--- config.mk ---
export PLATFORM = sky130hd
export DESIGN_NAME = xroad_signal_ctrl
export DESIGN_NICKNAME = d
export VERILOG_FILES = /design/src/rtl/xroad_pkg.sv /design/src/rtl/xroad_car_sync.sv /design/src/rtl/xroad_interval_timer.sv /design/src/rtl/xroad_phase_fsm.sv /design/src/rtl/xroad_lamp_decode.sv /design/src/rtl/xroad_signal_ctrl.sv
export SDC_FILE = /design/constraint.sdc
export NUM_CORES = 1
export LEC_CHECK = 0
export ABC_AREA = 1
export BUFFER_PORTS_ARGS = -buffer_cell sky130_fd_sc_hd__clkbuf_2
export CAP_MARGIN = 20
export CORE_UTILIZATION = 40
export CTS_BUF_LIST = sky130_fd_sc_hd__clkbuf_4 sky130_fd_sc_hd__clkbuf_8 sky130_fd_sc_hd__clkbuf_16
export DETAILED_ROUTE_END_ITERATION = 7
export MAX_ROUTING_LAYER = met4
export SYNTH_ARGS = -nofsm -noshare
export SYNTH_HDL_FRONTEND = slang
export SYNTH_SLANG_ARGS = --single-unit
--- constraint.sdc ---
create_clock -name clk -period 3.5 [get_ports clk]
set_clock_uncertainty 0.15 [all_clocks]
set_input_delay 0.175 -clock clk [delete_from_list [all_inputs] [get_ports clk]]
set_output_delay 0.175 -clock clk [all_outputs]
set_load 0.01 [all_outputs]
--- src/rtl/xroad_pkg.sv ---
package xroad_pkg;

  typedef enum logic [1:0] {
    PH_HWY_GO    = 2'b00,
    PH_FARM_GO   = 2'b01,
    PH_HWY_WARN  = 2'b10,
    PH_FARM_WARN = 2'b11
  } phase_t;

  localparam int ROAD_HWY  = 0;
  localparam int ROAD_FARM = 1;
  localparam int NUM_ROADS = 2;

  // lamp bus: {green, yellow, red}
  localparam logic [2:0] LAMP_GREEN  = 3'b100;
  localparam logic [2:0] LAMP_YELLOW = 3'b010;
  localparam logic [2:0] LAMP_RED    = 3'b001;

  // phase bit 0 names the road holding right of way, bit 1 marks the warning phase
  function automatic logic [2:0] lamp_for(input phase_t p, input int road);
    logic owner;
    owner = p[0];
    if (int'(owner) == road)
      return p[1] ? LAMP_YELLOW : LAMP_GREEN;
    return LAMP_RED;
  endfunction

endpackage

--- src/rtl/xroad_car_sync.sv ---
module xroad_car_sync #(
  parameter int STAGES = 2
) (
  input  logic clk,
  input  logic rst_n,
  input  logic din_async,
  output logic dout
);
  logic [STAGES-1:0] chain_q;

  generate
    for (genvar i = 0; i < STAGES; i++) begin : g_stage
      if (i == 0) begin : g_first
        always_ff @(posedge clk or negedge rst_n) begin
          if (!rst_n) chain_q[0] <= 1'b0;
          else        chain_q[0] <= din_async;
        end
      end else begin : g_next
        always_ff @(posedge clk or negedge rst_n) begin
          if (!rst_n) chain_q[i] <= 1'b0;
          else        chain_q[i] <= chain_q[i-1];
        end
      end
    end
  endgenerate

  assign dout = chain_q[STAGES-1];
endmodule

--- src/rtl/xroad_interval_timer.sv ---
module xroad_interval_timer #(
  parameter int SHORT_CYCLES = 4,
  parameter int LONG_CYCLES  = 12
) (
  input  logic clk,
  input  logic rst_n,
  input  logic restart,
  output logic short_done,
  output logic long_done
);
  localparam int CNT_W = $clog2(LONG_CYCLES + 1);
  localparam logic [CNT_W-1:0] SHORT_LIM = CNT_W'(SHORT_CYCLES);
  localparam logic [CNT_W-1:0] LONG_LIM  = CNT_W'(LONG_CYCLES);

  logic [CNT_W-1:0] cnt_q;

  // counts cycles since the last restart, parking at the long limit
  always_ff @(posedge clk or negedge rst_n) begin
    if (!rst_n)                 cnt_q <= '0;
    else if (restart)           cnt_q <= '0;
    else if (cnt_q != LONG_LIM) cnt_q <= cnt_q + 1'b1;
  end

  assign short_done = (cnt_q >= SHORT_LIM);
  assign long_done  = (cnt_q >= LONG_LIM);
endmodule

--- src/rtl/xroad_phase_fsm.sv ---
module xroad_phase_fsm
  import xroad_pkg::*;
(
  input  logic   clk,
  input  logic   rst_n,
  input  logic   car_seen,
  input  logic   short_done,
  input  logic   long_done,
  output phase_t phase_q,
  output logic   restart
);
  phase_t phase_d;

  always_comb begin
    phase_d = phase_q;
    restart = 1'b0;
    unique case (phase_q)
      PH_HWY_GO: begin
        if (long_done && car_seen) begin
          phase_d = PH_HWY_WARN;
          restart = 1'b1;
        end
      end
      PH_HWY_WARN: begin
        if (short_done) begin
          phase_d = PH_FARM_GO;
          restart = 1'b1;
        end
      end
      PH_FARM_GO: begin
        if (long_done || !car_seen) begin
          phase_d = PH_FARM_WARN;
          restart = 1'b1;
        end
      end
      PH_FARM_WARN: begin
        if (short_done) begin
          phase_d = PH_HWY_GO;
          restart = 1'b1;
        end
      end
      default: begin
        phase_d = PH_HWY_GO;
        restart = 1'b1;
      end
    endcase
  end

  always_ff @(posedge clk or negedge rst_n) begin
    if (!rst_n) phase_q <= PH_HWY_GO;
    else        phase_q <= phase_d;
  end
endmodule

--- src/rtl/xroad_lamp_decode.sv ---
module xroad_lamp_decode
  import xroad_pkg::*;
(
  input  phase_t     phase,
  output logic [2:0] lamps [NUM_ROADS]
);
  generate
    for (genvar r = 0; r < NUM_ROADS; r++) begin : g_road
      assign lamps[r] = lamp_for(phase, r);
    end
  endgenerate
endmodule

--- src/rtl/xroad_signal_ctrl.sv ---
module xroad_signal_ctrl
  import xroad_pkg::*;
#(
  parameter int SHORT_CYCLES = 4,
  parameter int LONG_CYCLES  = 12,
  parameter int SYNC_STAGES  = 2
) (
  input  logic       clk,
  input  logic       rst_n,
  input  logic       car_async,
  output logic [1:0] phase,
  output logic       timer_restart,
  output logic [2:0] hwy_lamp,
  output logic [2:0] farm_lamp
);
  logic       car_seen;
  logic       short_done;
  logic       long_done;
  phase_t     phase_q;
  logic [2:0] lamps [NUM_ROADS];

  xroad_car_sync #(.STAGES(SYNC_STAGES)) u_sync (
    .clk       (clk),
    .rst_n     (rst_n),
    .din_async (car_async),
    .dout      (car_seen)
  );

  xroad_interval_timer #(
    .SHORT_CYCLES (SHORT_CYCLES),
    .LONG_CYCLES  (LONG_CYCLES)
  ) u_timer (
    .clk        (clk),
    .rst_n      (rst_n),
    .restart    (timer_restart),
    .short_done (short_done),
    .long_done  (long_done)
  );

  xroad_phase_fsm u_fsm (
    .clk        (clk),
    .rst_n      (rst_n),
    .car_seen   (car_seen),
    .short_done (short_done),
    .long_done  (long_done),
    .phase_q    (phase_q),
    .restart    (timer_restart)
  );

  xroad_lamp_decode u_lamps (
    .phase (phase_q),
    .lamps (lamps)
  );

  assign phase     = phase_q;
  assign hwy_lamp  = lamps[ROAD_HWY];
  assign farm_lamp = lamps[ROAD_FARM];
endmodule

==> flow_summary.toml, run 1 <==
[status]
status = "completed"

[pwr]
pwr-share-clk_pct = 10.8
p_per_area_nw_per_um2 = 946
peakVddDrop_mv = 0.385
seqPwrFrac_pct = 28.2
power_uw = 598
p_sw_share_pct = 47.4
pwr-share-comb_pct = 61.1
power.internal_uw = 314
leakage_uw = 0.000354
switching_power_uw = 284

[logic_synthesis]
synth_nets = 74
synth-edff-count = 0
synthCells = 64
synthDistinctLibCells = 17
synth_area_um2 = 524
ys.flop_type = "dfrtp_1"
syn_avg_cell_area_um2 = 8.19
ys_ff_latch = 8
synth-seq-area-share_pct = 38.2
ys_warn_count = 0
async_flop_share_pct = 100

[cells_and_area]
final_cells = 93
drive_gt1_share_pct = 24.1
regArea_um2 = 200
fin_nets = 91
n_fill_cell = 108
layout_common_cells = "nand2_1, inv_1, clkbuf_2"
n_antenna_cell = 0
area_growth_pct = 20.5
layout_commonest_cell = "nand2_1"
multi_input_area_um2 = 275

[setup_path]
crit_fanout = 6
critPathRequiredTime_ps = 3170
crit_type = "reg -> out"
endpoint_kind = "output port"
start_kind = "flip-flop"
arrival_ps = 1600

[timing]
fin_crit_sh_pct = 54.9
setup_tns_ps = 0
final.min_clock_period_ps = 1920
hold_violations = 0
rsz0062_at_grt = "no"
maxSlewHeadroom_pct = 85.3
fmax_ghz = 0.521
setup_violations = 0
drv_slew = 0
worst_pin_slew_ps = 220

[routing]
vias = 444
drt_iter0_markers = 5
ant_nets = 0
drtPass1Iterations = 4
wl_per_cell_um = 9.61
route.detailed.drc = 0
routed_wirelength_um = 894
vias_per_cell = 4.77

[die]
start_util_pct = 45.3
die_h_um = 38.2
fp-row-count = 12
die_w_um = 38.2
dieArea_um2 = 1460
coreArea_um2 = 1160
io_pins = 12

[grt]
grt-busiest-layer = "met2"
track_usage_pct = 16.4
grt_max_degree = 9
grt_util_met3_pct = 3.49
overflow = 0
grt_pass1_vias = 419
grtUsageMet1_pct = 18.7
antenna_found_initial = 0
grt_pass1_wl_um = 1550
use_met2_pct = 25.8

[clock_tree]
cts_made_buffers = 3
clock-sinks = 8
cts_buffer_depth = 2
cts_tree = "done"
clock_latency_ps = 240
cts_root_buf = "clkbuf_4"
cts_resized = 0
clk_pin_slew_worst_paths_ps = 50
h-tree-depth = 1

[job]
maxCapViolCount = 0

[hold_path]
hold_class = "in -> async"

[place]
gp_congestion = 0.748
dp_hpwl_um = 770
port-buffer-count = 11
dp_cells = 88
==> synth_stat cells, drive strengths merged, types with 2 or more instances <==
master,n,area share (%)
xor2,2,3.3
a21oi,4,4.5
nand2,16,12
ha,7,17
nand4,2,2.4
nand3,7,7.6
o21ai,2,1.9
nor2,2,1.4
dfrtp,8,38
inv,11,7.9
==> kinds of logic after synthesis <==
group                      after synthesis  synth area share, %
xor gates and xnor gates                 2                 3.34
buffers and inverters                   12                 9.31
and+or+nand+nor                         29                 26.0
DFF                                      8                 38.2
AOI/OAI and AO/OA                        6                 6.44
adders and majority gates                7                 16.7
==> stage by stage <==
| step | hold slack, ps | area [um2] | utilization [%] | setup slack, ps |
|---|---|---|---|---|
| floorplan | -271 | 524 | - | 1860 |
| global placement | -130 | 589 | 51.0 | 1860 |
| detailed placement | -127 | 589 | 51.0 | 1820 |
| CTS | 146 | 632 | 54.7 | 1550 |
| global route | 155 | 632 | 54.7 | 1430 |
| finish | 157 | 632 | 54.7 | 1580 |
==> path summary, 6_finish.rpt <==
check                                  start  slack (ps)                to  cells after the start
min in group clk           u_sync.chain_q[0]         200       u_sync.dout                      0
setup reg to reg            u_fsm.phase_q[0]        2030  u_fsm.phase_q[0]                      8
hold / removal                         rst_n         160  u_fsm.phase_q[1]                      2
max in group asynchronous              rst_n        2880  u_timer.cnt_q[1]                      2
hold reg to reg            u_sync.chain_q[0]         200       u_sync.dout                      0
setup / recovery            u_fsm.phase_q[0]        1580     timer_restart                      8
==> metal layers <==
| metal | vias to the layer above | share of wire, % |
|---|---|---|
| li1 | 232 | - |
| met1 | 206 | 50 |
| met2 | 6 | 49 |
| met3 | 0 | 1.2 |
| met4 | 0 | 0 |
| met5 | - | 0 |
==> area by class of cell <==
cell class	instances	area share, %
clock buffers	3	3.56
multi-input cells	44	43.6
repair buffers	13	11.9
inverters	11	6.53
well taps	14	2.77
flip-flops and latches	8	31.7
==> repair_timing <==
item | CTS | global route
endpoints found under the setup margin | 0 | 0
hold endpoints to repair | 9 | 0
hold buffers | 2 | 0
setup buffers | 0 | 0
==> power by group through the flow <==
stage	Clock (uW)	Sequential (uW)	Combinational (uW)
floorplan	0	168	266
global placement	0	169	359
detailed placement	0	170	366
CTS	69.2	168	370
global route	76.6	177	422
finish	64.4	168	365
==> worst max-delay path, cell delays in order, from the launching register on <==
cell and delay (ps):
dfrtp_1 420, inv_1 120, ha_1 210, inv_1 50, nand2_1 60, nand2_1 80
nand3_2 120, and2_2 190, clkbuf_2 120
==> state kept, by name (all words and copies together), names as in the netlist <==
| register | flops |
|---|---|
| u_timer.cnt_q | 4 |
| u_fsm.phase_q | 2 |
| u_sync.chain_q | 1 |
| u_sync.dout | 1 |
Power figures use the tool's default switching activity.
==> inputs of run 2 (changes only) <==
- ABC_AREA: 1 -> 0
- CORE_AREA: default -> 2 2 39 41
- CORE_UTILIZATION: 40 -> default
- DIE_AREA: default -> 0 0 41 43
- clock period: 3.5 -> 1.5 ns (I/O delays scaled with it)
==> flow_summary.toml, run 2 <==
[status]
status = "finished, violations left"
violations = "negative setup slack"

[logic_synthesis]
syn_avg_cell_area_um2 = 10.5
synth_mux_area_share_pct = 4.31
synth.top_cell.area_share_pct = 40.6
synthTopCellsByCount = "dfrtp_1, ha_1, inv_1, nor2_1, nand3_1"
synthCells = 47
async_flop_share_pct = 100
synth_fa_ha_area_share_pct = 17.8
synthDistinctLibCells = 23
synth_nets = 57
yosys.area_share.simple_pct = 14.0
ys_ff_latch = 8
ys.flop_type = "dfrtp_1"
synth-edff-count = 0
synth_compound_area_share_pct = 13.7
yosysMostFrequentCell = "dfrtp_1"
synth_area_leaders = "dfrtp_1, ha_1, xnor2_1"
synth-seq-area-share_pct = 40.6
synth_area_um2 = 493
synthXorXnorAreaFrac_pct = 3.55
ys_warn_count = 0
yosys.area.top_type = "dfrtp_1"
synth_top_family_by_area = "adder cells"

[grt]
overflow = 0
track_usage_pct = 15.3
grt_pass1_vias = 423
grt_pass1_wl_um = 1770
antenna_found_initial = 0
grt_max_degree = 9

[die]
die_w_um = 41
start_util_pct = 35.6
fp-row-count = 14
coreArea_um2 = 1380
io_pins = 12
dieArea_um2 = 1760
die_h_um = 43

[timing]
worst_pin_slew_ps = 234
fin_crit_sh_pct = 127
setup_tns_ps = -1990
fmax_ghz = 0.526
fin_ws_ps = -403
final.min_clock_period_ps = 1900
maxSlewHeadroom_pct = 84.3
drv_slew = 0
hold_violations = 0
rsz0062_at_grt = "yes"
setup_violations = 8

[routing]
ant_nets = 0
wl_met2_um = 543
drt-met1-wl_um = 418
wl_per_cell_um = 11.1
vias_per_cell = 4.71
route.met3.wl_um = 34
drtPass1Iterations = 2
top_layer = "met3"
routed_wirelength_um = 995
route.detailed.drc = 0
drt_iter0_markers = 2
vias = 424

[setup_path]
crit_type = "reg -> reg"
start_kind = "flip-flop"
endpoint_kind = "flip-flop"
arrival_ps = 1880
critPathRequiredTime_ps = 1480
crit_fanout = 5

[clock_tree]
clock-sinks = 8
cts_made_buffers = 3
cts_buffer_depth = 2
cts_tree = "done"
h-tree-depth = 1
clock_latency_ps = 250
clk_pin_slew_worst_paths_ps = 60
cts_root_buf = "clkbuf_4"

[cells_and_area]
fin_nets = 86
largest_register_ffs = 4
multi_input_area_um2 = 292
layout_common_cells = "buf_4, clkbuf_2, dfrtp_1"
layout_commonest_cell = "buf_4"
regArea_um2 = 203
final_cells = 90
n_antenna_cell = 0
area_growth_pct = 47.5
reg.largest.list = "u_timer.cnt_q: 4 flops, u_fsm.phase_q: 2 flops"
n_fill_cell = 134
regMostFlops = "u_timer.cnt_q"
drive_gt1_share_pct = 54.1

[pwr]
p_per_area_nw_per_um2 = 2370
power_uw = 1720
leakage_uw = 0.000363
peakVddDrop_mv = 1.01

[place]
dp_hpwl_um = 825
gp_congestion = 0.670
dp_cells = 83
port-buffer-count = 11

[job]
maxCapViolCount = 0

[hold_path]
hold_class = "in -> async"
-- run 2: per-stage QoR --
stage	util (%)	worst slack (ps)	area, um2	hold WS (ps)
floorplan	-	-406	515	-371
global placement	47.6	-377	658	-217
detailed placement	47.6	-415	658	-217
CTS	52.5	-413	727	48.3
global route	52.5	-453	727	83.3
finish	52.5	-403	727	45.8
-- run 2: worst max-delay path, cell delays in order, from the launching register on --
cell     delay [ps]
dfrtp_2         450
ha_2            200
or2_0           190
a211o_1         280
a31oi_2         190
mux2_4          320
-- run 2: routing by layer --
metal / vias to the layer above / GRT usage, %
met1: 199 / 18.7
met5: - / -
li1: 217 / -
met3: 0 / 1.57
met2: 8 / 23.8
met4: 0 / 8.00
-- run 2: kinds of logic (layout without fill, tap and decap cells) --
logic type / after synthesis / in the layout
fa+ha+maj: 7 / 7
buf+inv: 6 / 33
mux: 2 / 2
flops: 8 / 8
compound gates: 8 / 8
simple gates: 14 / 14
xor+xnor: 2 / 2
-- run 2: area by class of cell --
cell class | instances | share of cell area (%)
multi-input combinational | 33 | 40.1
tap | 16 | 2.75
clock buffer | 3 | 3.10
timing repair buffer | 26 | 23.8
sequential | 8 | 27.9
inverter | 4 | 2.41
-- run 2: worst paths after layout --
path / start / endpoint / slack (ps) / cells past startpoint
worst min-delay path: rst_n / u_timer.cnt_q[1] / 50 / 2
worst max-delay path: u_fsm.phase_q[1] / u_fsm.phase_q[0] / -400 / 5
min in group clk: u_sync.chain_q[0] / u_sync.dout / 200 / 0
worst min register to register: u_sync.chain_q[0] / u_sync.dout / 200 / 0
max in group asynchronous: rst_n / u_fsm.phase_q[0] / 950 / 2
worst max register to register: u_fsm.phase_q[1] / u_fsm.phase_q[0] / -400 / 5
-- run 2: repair_timing --
| action | 4_1_cts | 5_1_grt |
|---|---|---|
| gates resized for setup | 4 | 1 |
| cloned | 0 | 0 |
| setup endpoints to repair | 8 | 8 |
| pin swaps | 1 | 1 |
| setup buffers | 2 | 0 |
| hold endpoints to repair | 9 | 0 |
| hold buffers | 2 | 0 |
-- run 2: where the power goes --
group	leakage [uW]	internal [uW]	switching [uW]
sequential	0.0000961	308	90.4
clock	0.0000138	91.2	68.1
combinational	0.000253	641	526
total	0.000363	1040	685
==> inputs of run 3 (changes only) <==
- CAP_MARGIN: 20 -> 25
- CORE_AREA: 2 2 39 41 -> 5 5 42 44
- DIE_AREA: 0 0 41 43 -> 0 0 47 49
==> flow_summary.toml, run 3 (synthesis results as in run 2) <==
[setup_path]
crit_fanout = 5
crit_type = "reg -> reg"
startpoint = "u_fsm.phase_q[1]"
critPathRequiredTime_ps = 1490
endpoint_kind = "flip-flop"
r2r-start = "u_fsm.phase_q[1]"
arrival_ps = 1920
start_kind = "flip-flop"

[timing]
setup_tns_ps = -2150
fin_ws_ps = -432
worst_pin_slew_ps = 221
final.min_clock_period_ps = 1930
setup_violations = 7
fmax_ghz = 0.518
rsz0062_at_grt = "yes"
fin_crit_sh_pct = 129
hold_violations = 0
drv_slew = 0
maxSlewHeadroom_pct = 85.2
whs_ps = 56.6

[grt]
grt_max_degree = 9
grt_pass1_wl_um = 2010
track_usage_pct = 12.3
grt_pass1_vias = 483
antenna_found_initial = 0
overflow = 0

[clock_tree]
clock_latency_ps = 250
clock-sinks = 8
cts_made_buffers = 3
cts_tree = "done"
cts_root_buf = "clkbuf_4"
cts_buffer_depth = 2
h-tree-depth = 1
clk_pin_slew_worst_paths_ps = 60

[pwr]
leakage_uw = 0.000378
p_per_area_nw_per_um2 = 2470
peakVddDrop_mv = 1.27

[cells_and_area]
fin_nets = 87
layout_commonest_cell = "buf_4"
drive_gt1_share_pct = 56.6
layout_common_cells = "buf_4, clkbuf_2, dfrtp_1"
final_core_util_pct = 55.5
area_growth_pct = 57.9
n_antenna_cell = 0
reg.largest.list = "u_timer.cnt_q: 4 flops, u_fsm.phase_q: 2 flops"
largest_register_ffs = 4
regMostFlops = "u_timer.cnt_q"

[routing]
ant_nets = 0
vias_per_cell = 4.68
route.detailed.drc = 0
wl_per_cell_um = 12.8
vias = 431
routed_wirelength_um = 1170
drtPass1Iterations = 5
drt_iter0_markers = 3

[status]
violations = "negative setup slack"
status = "finished, violations left"

[die]
die_h_um = 49
dieArea_um2 = 2300
coreArea_um2 = 1400
start_util_pct = 35.2
die_w_um = 47
io_pins = 12
fp-row-count = 14

[place]
gp_congestion = 0.684
pre_cts_ws_ps = -400
port-buffer-count = 11

[job]
maxCapViolCount = 0

[hold_path]
hold_class = "in -> async"
## run 3: path summary, 6_finish.rpt
path / endpoint / slack (ps) / cells past startpoint
setup / recovery: u_fsm.phase_q[0] / -430 / 5
hold / removal: u_timer.cnt_q[0] / 60 / 2
setup reg to reg: u_fsm.phase_q[0] / -430 / 5
hold reg to reg: u_sync.dout / 220 / 0
max in group asynchronous: u_fsm.phase_q[1] / 950 / 2
min in group clk: u_sync.dout / 220 / 0
## run 3: per-layer routing
layer	global-route usage (%)	vias up	routed length, um
li1	-	217	-
met1	13.6	201	481
met2	19.9	11	620
met3	3.32	2	60
met4	5.53	0	12
met5	-	-	0
## run 3: power breakdown
part / internal, uW / leakage (uW) / switching (uW)
combinational: 725 / 0.000264 / 596
clock: 120 / 0.0000184 / 78.3
sequential: 307 / 0.0000961 / 93.3
## run 3: per-stage QoR
stage,instance area (um2),cells,power (uW)
6_report,778,92,1920
4_1_cts,727,90,1720
3_3_place_gp,658,83,1420
2_1_floorplan,515,47,1050
5_1_grt,778,92,2090
3_5_place_dp,658,83,1450
## run 3: what timing repair did
item	CTS	global route
hold buffers	2	0
endpoints found under the hold margin	9	0
setup endpoints to repair	8	9
resized for setup	3	9
cloned	0	0
buffers inserted	1	2
pin swaps	1	2
## run 3: area by class of cell
cell class	instances	area, um2
clock buffers	4	30.0
fillers	128	623
inverters	4	17.5
multi-input cells	33	314
flip-flops and latches	8	203
well taps	16	20.0
repair buffers	27	194
## run 3: worst max-delay path: stages, from the launching register on
cell	delay, ps
dfrtp_2	460
ha_2	210
or2_0	210
a211o_1	310
a31oi_4	170
mux2_4	310
